<file path="src/rtl/fbag_pkg.sv">
package fbag_pkg;

    typedef enum logic [1:0] {
        SEQ_OFF,
        SEQ_LOAD,
        SEQ_RUN
    } seq_state_e;

    localparam logic [2:0] SEL_CTRL    = 3'd0;
    localparam logic [2:0] SEL_BASE_UP = 3'd1;
    localparam logic [2:0] SEL_BASE_LO = 3'd2;
    localparam logic [2:0] SEL_CUR_UP  = 3'd3;
    localparam logic [2:0] SEL_CUR_LO  = 3'd4;
    localparam logic [2:0] SEL_STATUS  = 3'd5;

    localparam int CTRL_EN_BIT   = 0;
    localparam int CTRL_DUAL_BIT = 1;
    localparam int STAT_FLAG_BIT = 0;

endpackage

</file>
<file path="src/rtl/fbag_seq.sv">
module fbag_seq
    import fbag_pkg::*;
(
    input  logic clk,
    input  logic rst_n,
    input  logic en,
    output logic load,
    output logic run
);

    seq_state_e state_q, state_d;

    always_ff @(posedge clk or negedge rst_n) begin
        if (!rst_n) begin
            state_q <= SEQ_OFF;
        end else begin
            state_q <= state_d;
        end
    end

    always_comb begin
        state_d = state_q;
        load    = 1'b0;
        run     = 1'b0;
        unique case (state_q)
            SEQ_OFF: begin
                if (en) state_d = SEQ_LOAD;
            end
            SEQ_LOAD: begin
                load    = 1'b1;
                state_d = en ? SEQ_RUN : SEQ_OFF;
            end
            SEQ_RUN: begin
                run = en;
                if (!en) state_d = SEQ_OFF;
            end
            default: state_d = SEQ_OFF;
        endcase
    end

endmodule

</file>
<file path="src/rtl/fbag_chan.sv">
module fbag_chan #(
    parameter int AW         = 32,
    parameter int SZW        = 24,
    parameter int ALIGN_BITS = 4
) (
    input  logic           clk,
    input  logic           rst_n,
    input  logic           load,
    input  logic           adv,
    input  logic [AW-1:0]  base,
    input  logic [SZW-1:0] size,
    output logic [AW-1:0]  cur,
    output logic           wrap
);

    localparam int STEP = 1 << ALIGN_BITS;

    logic [AW-1:0] start_q;
    logic [AW-1:0] end_addr;
    logic [AW-1:0] next_addr;

    assign end_addr  = start_q + AW'(size);
    assign next_addr = cur + AW'(STEP);
    assign wrap      = adv && (next_addr == end_addr);

    always_ff @(posedge clk or negedge rst_n) begin
        if (!rst_n) begin
            cur     <= '0;
            start_q <= '0;
        end else if (load || wrap) begin
            cur     <= base;
            start_q <= base;
        end else if (adv) begin
            cur     <= next_addr;
        end
    end

endmodule

</file>
<file path="src/rtl/fbag_regs.sv">
module fbag_regs
    import fbag_pkg::*;
#(
    parameter int AW         = 32,
    parameter int ALIGN_BITS = 4
) (
    input  logic          clk,
    input  logic          rst_n,
    input  logic          we,
    input  logic [2:0]    sel,
    input  logic [AW-1:0] wdata,
    input  logic [AW-1:0] cur_up,
    input  logic [AW-1:0] cur_lo,
    input  logic          set_flag,
    output logic          en,
    output logic          dual,
    output logic [AW-1:0] base_up,
    output logic [AW-1:0] base_lo,
    output logic          flag,
    output logic [AW-1:0] rdata
);

    logic          base_ok;
    logic          clr_flag;
    logic [AW-1:0] wbase;

    assign base_ok  = !en || flag;
    assign clr_flag = we && (sel == SEL_STATUS) && wdata[STAT_FLAG_BIT];
    assign wbase    = {wdata[AW-1:ALIGN_BITS], {ALIGN_BITS{1'b0}}};

    always_ff @(posedge clk or negedge rst_n) begin
        if (!rst_n) begin
            en      <= 1'b0;
            dual    <= 1'b0;
            base_up <= '0;
            base_lo <= '0;
        end else if (we) begin
            if (sel == SEL_CTRL) begin
                en <= wdata[CTRL_EN_BIT];
                if (!en) dual <= wdata[CTRL_DUAL_BIT];
            end
            if (sel == SEL_BASE_UP && base_ok) base_up <= wbase;
            if (sel == SEL_BASE_LO && base_ok) base_lo <= wbase;
        end
    end

    always_ff @(posedge clk or negedge rst_n) begin
        if (!rst_n) begin
            flag <= 1'b0;
        end else if (set_flag) begin
            flag <= 1'b1;
        end else if (clr_flag) begin
            flag <= 1'b0;
        end
    end

    always_comb begin
        rdata = '0;
        case (sel)
            SEL_CTRL: begin
                rdata[CTRL_EN_BIT]   = en;
                rdata[CTRL_DUAL_BIT] = dual;
            end
            SEL_BASE_UP: rdata = base_up;
            SEL_BASE_LO: rdata = base_lo;
            SEL_CUR_UP:  rdata = cur_up;
            SEL_CUR_LO:  rdata = cur_lo;
            SEL_STATUS:  rdata[STAT_FLAG_BIT] = flag;
            default:     rdata = '0;
        endcase
    end

endmodule

</file>
<file path="src/rtl/fb_addr_gen.sv">
module fb_addr_gen
    import fbag_pkg::*;
#(
    parameter int AW                = 32,
    parameter int SZW               = 24,
    parameter int ALIGN_BITS        = 4,
    parameter int PAL_ENTRY_BYTES   = 2,
    parameter int PAL_SMALL_ENTRIES = 16,
    parameter int PAL_LARGE_ENTRIES = 256
) (
    input  logic           clk,
    input  logic           rst_n,
    input  logic           reg_we,
    input  logic [2:0]     reg_sel,
    input  logic [AW-1:0]  reg_wdata,
    output logic [AW-1:0]  reg_rdata,
    input  logic [SZW-1:0] frame_bytes,
    input  logic           pal_large,
    output logic [1:0]     fetch_req,
    input  logic [1:0]     fetch_gnt,
    output logic [AW-1:0]  up_addr,
    output logic [AW-1:0]  lo_addr,
    output logic           irq
);

    localparam int NCH             = 2;
    localparam int PAL_SMALL_BYTES = PAL_SMALL_ENTRIES * PAL_ENTRY_BYTES;
    localparam int PAL_LARGE_BYTES = PAL_LARGE_ENTRIES * PAL_ENTRY_BYTES;

    logic          ctl_en;
    logic          ctl_dual;
    logic          flag;
    logic          seq_load;
    logic          seq_run;
    logic [AW-1:0] base_up;
    logic [AW-1:0] base_lo;
    logic [AW-1:0] base_arr [NCH];
    logic [AW-1:0] cur_arr  [NCH];
    logic [NCH-1:0] wrap_vec;
    logic [SZW-1:0] pal_bytes;

    assign pal_bytes   = pal_large ? SZW'(PAL_LARGE_BYTES) : SZW'(PAL_SMALL_BYTES);
    assign base_arr[0] = base_up;
    assign base_arr[1] = base_lo;

    assign fetch_req[0] = seq_run;
    assign fetch_req[1] = seq_run && ctl_dual;
    assign up_addr      = cur_arr[0];
    assign lo_addr      = cur_arr[1];
    assign irq          = flag;

    fbag_regs #(
        .AW         (AW),
        .ALIGN_BITS (ALIGN_BITS)
    ) u_regs (
        .clk      (clk),
        .rst_n    (rst_n),
        .we       (reg_we),
        .sel      (reg_sel),
        .wdata    (reg_wdata),
        .cur_up   (cur_arr[0]),
        .cur_lo   (cur_arr[1]),
        .set_flag (seq_load || (|wrap_vec)),
        .en       (ctl_en),
        .dual     (ctl_dual),
        .base_up  (base_up),
        .base_lo  (base_lo),
        .flag     (flag),
        .rdata    (reg_rdata)
    );

    fbag_seq u_seq (
        .clk   (clk),
        .rst_n (rst_n),
        .en    (ctl_en),
        .load  (seq_load),
        .run   (seq_run)
    );

    for (genvar gi = 0; gi < NCH; gi++) begin : g_chan
        logic [SZW-1:0] chan_size;
        if (gi == 0) begin : g_pal
            assign chan_size = frame_bytes + pal_bytes;
        end else begin : g_nopal
            assign chan_size = frame_bytes;
        end

        fbag_chan #(
            .AW         (AW),
            .SZW        (SZW),
            .ALIGN_BITS (ALIGN_BITS)
        ) u_chan (
            .clk   (clk),
            .rst_n (rst_n),
            .load  (seq_load),
            .adv   (fetch_req[gi] && fetch_gnt[gi]),
            .base  (base_arr[gi]),
            .size  (chan_size),
            .cur   (cur_arr[gi]),
            .wrap  (wrap_vec[gi])
        );
    end

endmodule

</file>
<file path="config.mk">
export PLATFORM = sky130hd
export DESIGN_NAME = fb_addr_gen
export DESIGN_NICKNAME = d
export VERILOG_FILES = /design/src/rtl/fbag_pkg.sv /design/src/rtl/fbag_seq.sv /design/src/rtl/fbag_chan.sv /design/src/rtl/fbag_regs.sv /design/src/rtl/fb_addr_gen.sv
export SDC_FILE = /design/constraint.sdc
export NUM_CORES = 1
export LEC_CHECK = 0
export BUFFER_PORTS_ARGS = -buffer_cell sky130_fd_sc_hd__buf_2
export CAP_MARGIN = 20
export CELL_PAD_IN_SITES_DETAIL_PLACEMENT = 0
export CELL_PAD_IN_SITES_GLOBAL_PLACEMENT = 2
export CORE_ASPECT_RATIO = 1.25
export CORE_MARGIN = 8
export CORE_UTILIZATION = 37
export CTS_CLUSTER_DIAMETER = 150
export DETAILED_ROUTE_END_ITERATION = 6
export GPL_TIMING_DRIVEN = 0
export PLACE_DENSITY_LB_ADDON = 0.25
export SETUP_SLACK_MARGIN = 0.1
export SYNTH_ARGS = -nofsm -noshare
export SYNTH_HDL_FRONTEND = slang
export SYNTH_SLANG_ARGS = --single-unit
</file>
<file path="constraint.sdc">
create_clock -name clk -period 4.7 [get_ports clk]
set_clock_uncertainty 0.2 [all_clocks]
set_input_delay 0.94 -clock clk [delete_from_list [all_inputs] [get_ports clk]]
set_output_delay 0.94 -clock clk [all_outputs]
set_load 0.02 [all_outputs]
</file>
==> metrics <==
Power Density=between 600 and 700 nW/um^2; Placed Cells=between 2,000 and 2,500; Setup TNS=-23,800 ps; FP Rows=77; failing checks=setup timing; worst r2r path cells=15; outcome=complete, but fails checks; Die Ht=226.3 um; Routability Congestion=between 0.9 and 1; layout cell share with drive strength beyond 1=0.2928; vias in the first global route=approximately 12,000; CTS tree=done; initial antenna violation count=0; number of buffers and inverters on the critical path=4; Global Route Usage Sum=0.2599; crit path max fanout=7; clock root cell=clkbuf_16; combinational share of power=0.611; CTS H-tree lvls=4; Max Clk Rate=193.2 MHz; VDD IR max=about 0.32 mV; Switching Share=0.4918; synthesized area=13,090 um^2; Critical Path AT=5330 ps; num ports=164; Core Area=~35,000 um^2; cts hold-fix bufs=0; Final period util=1.101; crit path kind=primary input to register; die area=between 40,000 and 50,000 um^2; Finished Layout Cells=2,178; area share of the largest cell type after synthesis=0.3308; drt total wl=approximately 56,000 um; final hold violation count=0; nets=1,807; Fill cells=between 3,000 and 4,000; first-pass GRT wire length=80,390 um; DP Wirelength=roughly 44,000 um; top cells by area, synth=dfrtp_1, xnor2_1, mux2_2, ha_1, nand3_1; flop2flop setup slack=-320 ps; Leakage=7.058 nW; most frequent cell after synthesis=dfrtp_1; most frequent cells after synthesis=dfrtp_1, nand2_1, xnor2_1; CP Cell Sequence=buf_12 > ha_4 > a41o_1 > nand2_2 > nor2_4 > buf_12 > nand3_4 > xnor2_4 > ha_4 > a21oi_4 > nor2b_1 > o21a_1 > o311a_1 > a2111oi_4 > or2_4 > a311oi_4 > buf_4 > nor4_4 > nor2_4 > clkbuf_16 > o221a_2; CTS Sinks=~170; total number of vias=~13,000; crit path time final=roughly 5200 ps; clock network power share=0.133; Post-synth EDFFs=0; area grow syn2layout=29.84%; r2r endpoint=g_chan[0].u_chan.start_q[7]; worst setup margin=-476.8 ps; routed len/inst=~26 um; GR Overflow Total=0; Die X-Extent=184.2 um; Final ANT Viol Nets=0; Inserted Clock Buffers=17; synthesized instance count=approximately 1,500; critical path depth=21; CP Capture Type=register; ys flop type=dfrtp_1; Multi-input gate area=~9200 um^2; slowest stage delay, CP=between 400 and 500 ps; Via density=just under 6; Synth Register Bits=around 170; Slew HR=0.3247; Worst EP required=approximately 5000 ps; Critical Path End=g_chan[0].u_chan.cur[21]; Finish-stage setup viols=57; number of buffers added on ports=151; Yosys warnings=0; critical path startpoint=pal_large; largest net degree at the start of global routing=around 120; Post-synth ARST share=1.000; Worst Setup Start Kind=primary input; clk buf depth=2; Clock transition at path regs=about 70 ps; hold crit path type=primary input to asynchronous set/reset pin; Iter 0 DRT Violations=about 1,100; clock latency on the worst-skew pair=approximately 470 ps; Slew Limit Fails=0; RSZ-0062 raised after global routing=true; ANT cells=0; Cell variety after synth=73; slowest CP cell=nor4_4; measured slew at the worst slew-check pin=a little over 1000 ps; worst r2r src=g_chan[0].u_chan.cur[8]; Final Power=about 11 mW; Cell Int Power=approximately 5.8 mW; Crit path max-delay family=compound AO/OA/AOI/OAI gates; Pre-antenna DRT Iters=6; Initial Util=0.3721; Seq pwr share=0.257; Synth Area per Inst=between 8 and 9 um^2; MaxCap Viol Count=0; post-synth top area cell=dfrtp_1; # DRC=0; switching power=~5.6 mW; post-synthesis sequential area ratio=0.3308; register area=roughly 4300 um^2
-- final cells by class --
class                           count  share of cell area
Multi-Input combinational cell   1157              0.5434
Sequential cell                   173              0.2549
Timing Repair Buffer              204             0.08255
Buffer                            106             0.04124
Tap cell                          474             0.03490
Clock buffer                       19             0.02607
Clock inverter                     13            0.009131
Inverter                           32            0.007806
-- cell usage in the layout (no fill, tap or decap), drive strengths merged, types with 63 or more instances in the layout --
master / count
a21oi: 68
buf: 249
clkbuf: 80
dfrtp: 173
mux2: 75
nand2: 111
nand3: 106
nor2: 63
o21ai: 64
xnor2: 109
-- timing repair --
item                                    CTS  global route
gates resized for setup                 144            85
endpoints found under the setup margin  113           110
gates cloned                              5             5
setup buffers                            26            15
pin swaps                                62            43
-- power by group through the flow --
| stage | Sequential (mW) | Clock (mW) | Combinational, mW |
|---|---|---|---|
| 4_1_cts | 2.87 | 1.52 | 6.54 |
| 5_1_grt | 2.98 | 1.56 | 7.47 |
| 2_1_floorplan | 2.83 | 0 | 4.23 |
| 3_3_place_gp | 2.87 | 0 | 6.11 |
| 6_report | 2.91 | 1.50 | 6.92 |
| 3_5_place_dp | 2.88 | 0 | 6.15 |
-- stage by stage --
stage / hold slack, ps / utilization / area (um^2) / worst slack (ps)
5_1_grt: 248.2 / 0.4832 / 16990 / -598.4
6_report: 197.4 / 0.4832 / 16990 / -476.8
4_1_cts: 218.5 / 0.4665 / 16410 / -386.5
3_3_place_gp: 267.3 / 0.4185 / 14720 / -1627
2_1_floorplan: 250.4 / - / 13370 / -169.0
3_5_place_dp: 273.6 / 0.4197 / 14760 / -1602
-- cells by family (layout without fill, tap and decap cells) --
kind of cell	count (synthesis)	count (layout)	synth area share
other cells	1	10	0.0002866
simple gates	516	516	0.2089
xor+xnor	154	154	0.1042
mux	81	81	0.06913
flops	173	173	0.3308
buf+inv	138	374	0.04742
fa+ha+maj	51	51	0.04991
compound gates	345	345	0.1893
-- metal layers --
layer | wire length (um) | GRT usage | up-vias
met5 | 0 | 0 | -
met1 | 21990 | 0.3128 | 6260
met4 | 3243 | 0.1368 | 0
met3 | 2549 | 0.02501 | 149
met2 | 27820 | 0.4531 | 450
li1 | - | - | 5904
-- how the worst min path moves through the flow --
stage                                 start                            to  slack (ps)
2_1_floorplan              u_seq.state_q[0]              u_seq.state_q[0]         250
3_3_place_gp   g_chan[1].u_chan.start_q[12]  g_chan[1].u_chan.start_q[12]         270
3_5_place_dp   g_chan[1].u_chan.start_q[10]  g_chan[1].u_chan.start_q[10]         270
4_1_cts                               rst_n      g_chan[1].u_chan.cur[23]         220
5_1_grt                               rst_n  g_chan[1].u_chan.start_q[26]         250
6_report                              rst_n  g_chan[1].u_chan.start_q[26]         200
-- registers in the layout, indices dropped and copies added (netlist names) --
name	flops
u_regs.base_up	28
u_regs.base_lo	28
g_chan.u_chan.cur	56
u_regs.dual	1
u_seq.state_q	2
u_regs.en	1
u_regs.flag	1
g_chan.u_chan.start_q	56
-- worst reg2reg max path: cells and delay by family (launching register included) --
family	cells	cell delay, ps
AND/OR/NAND/NOR	7	2480
XOR/XNOR	1	590
AO/OA/AOI/OAI	2	260
buffers and inverters	5	1030
flip-flops	1	340
(Power assumes the default switching activity.)
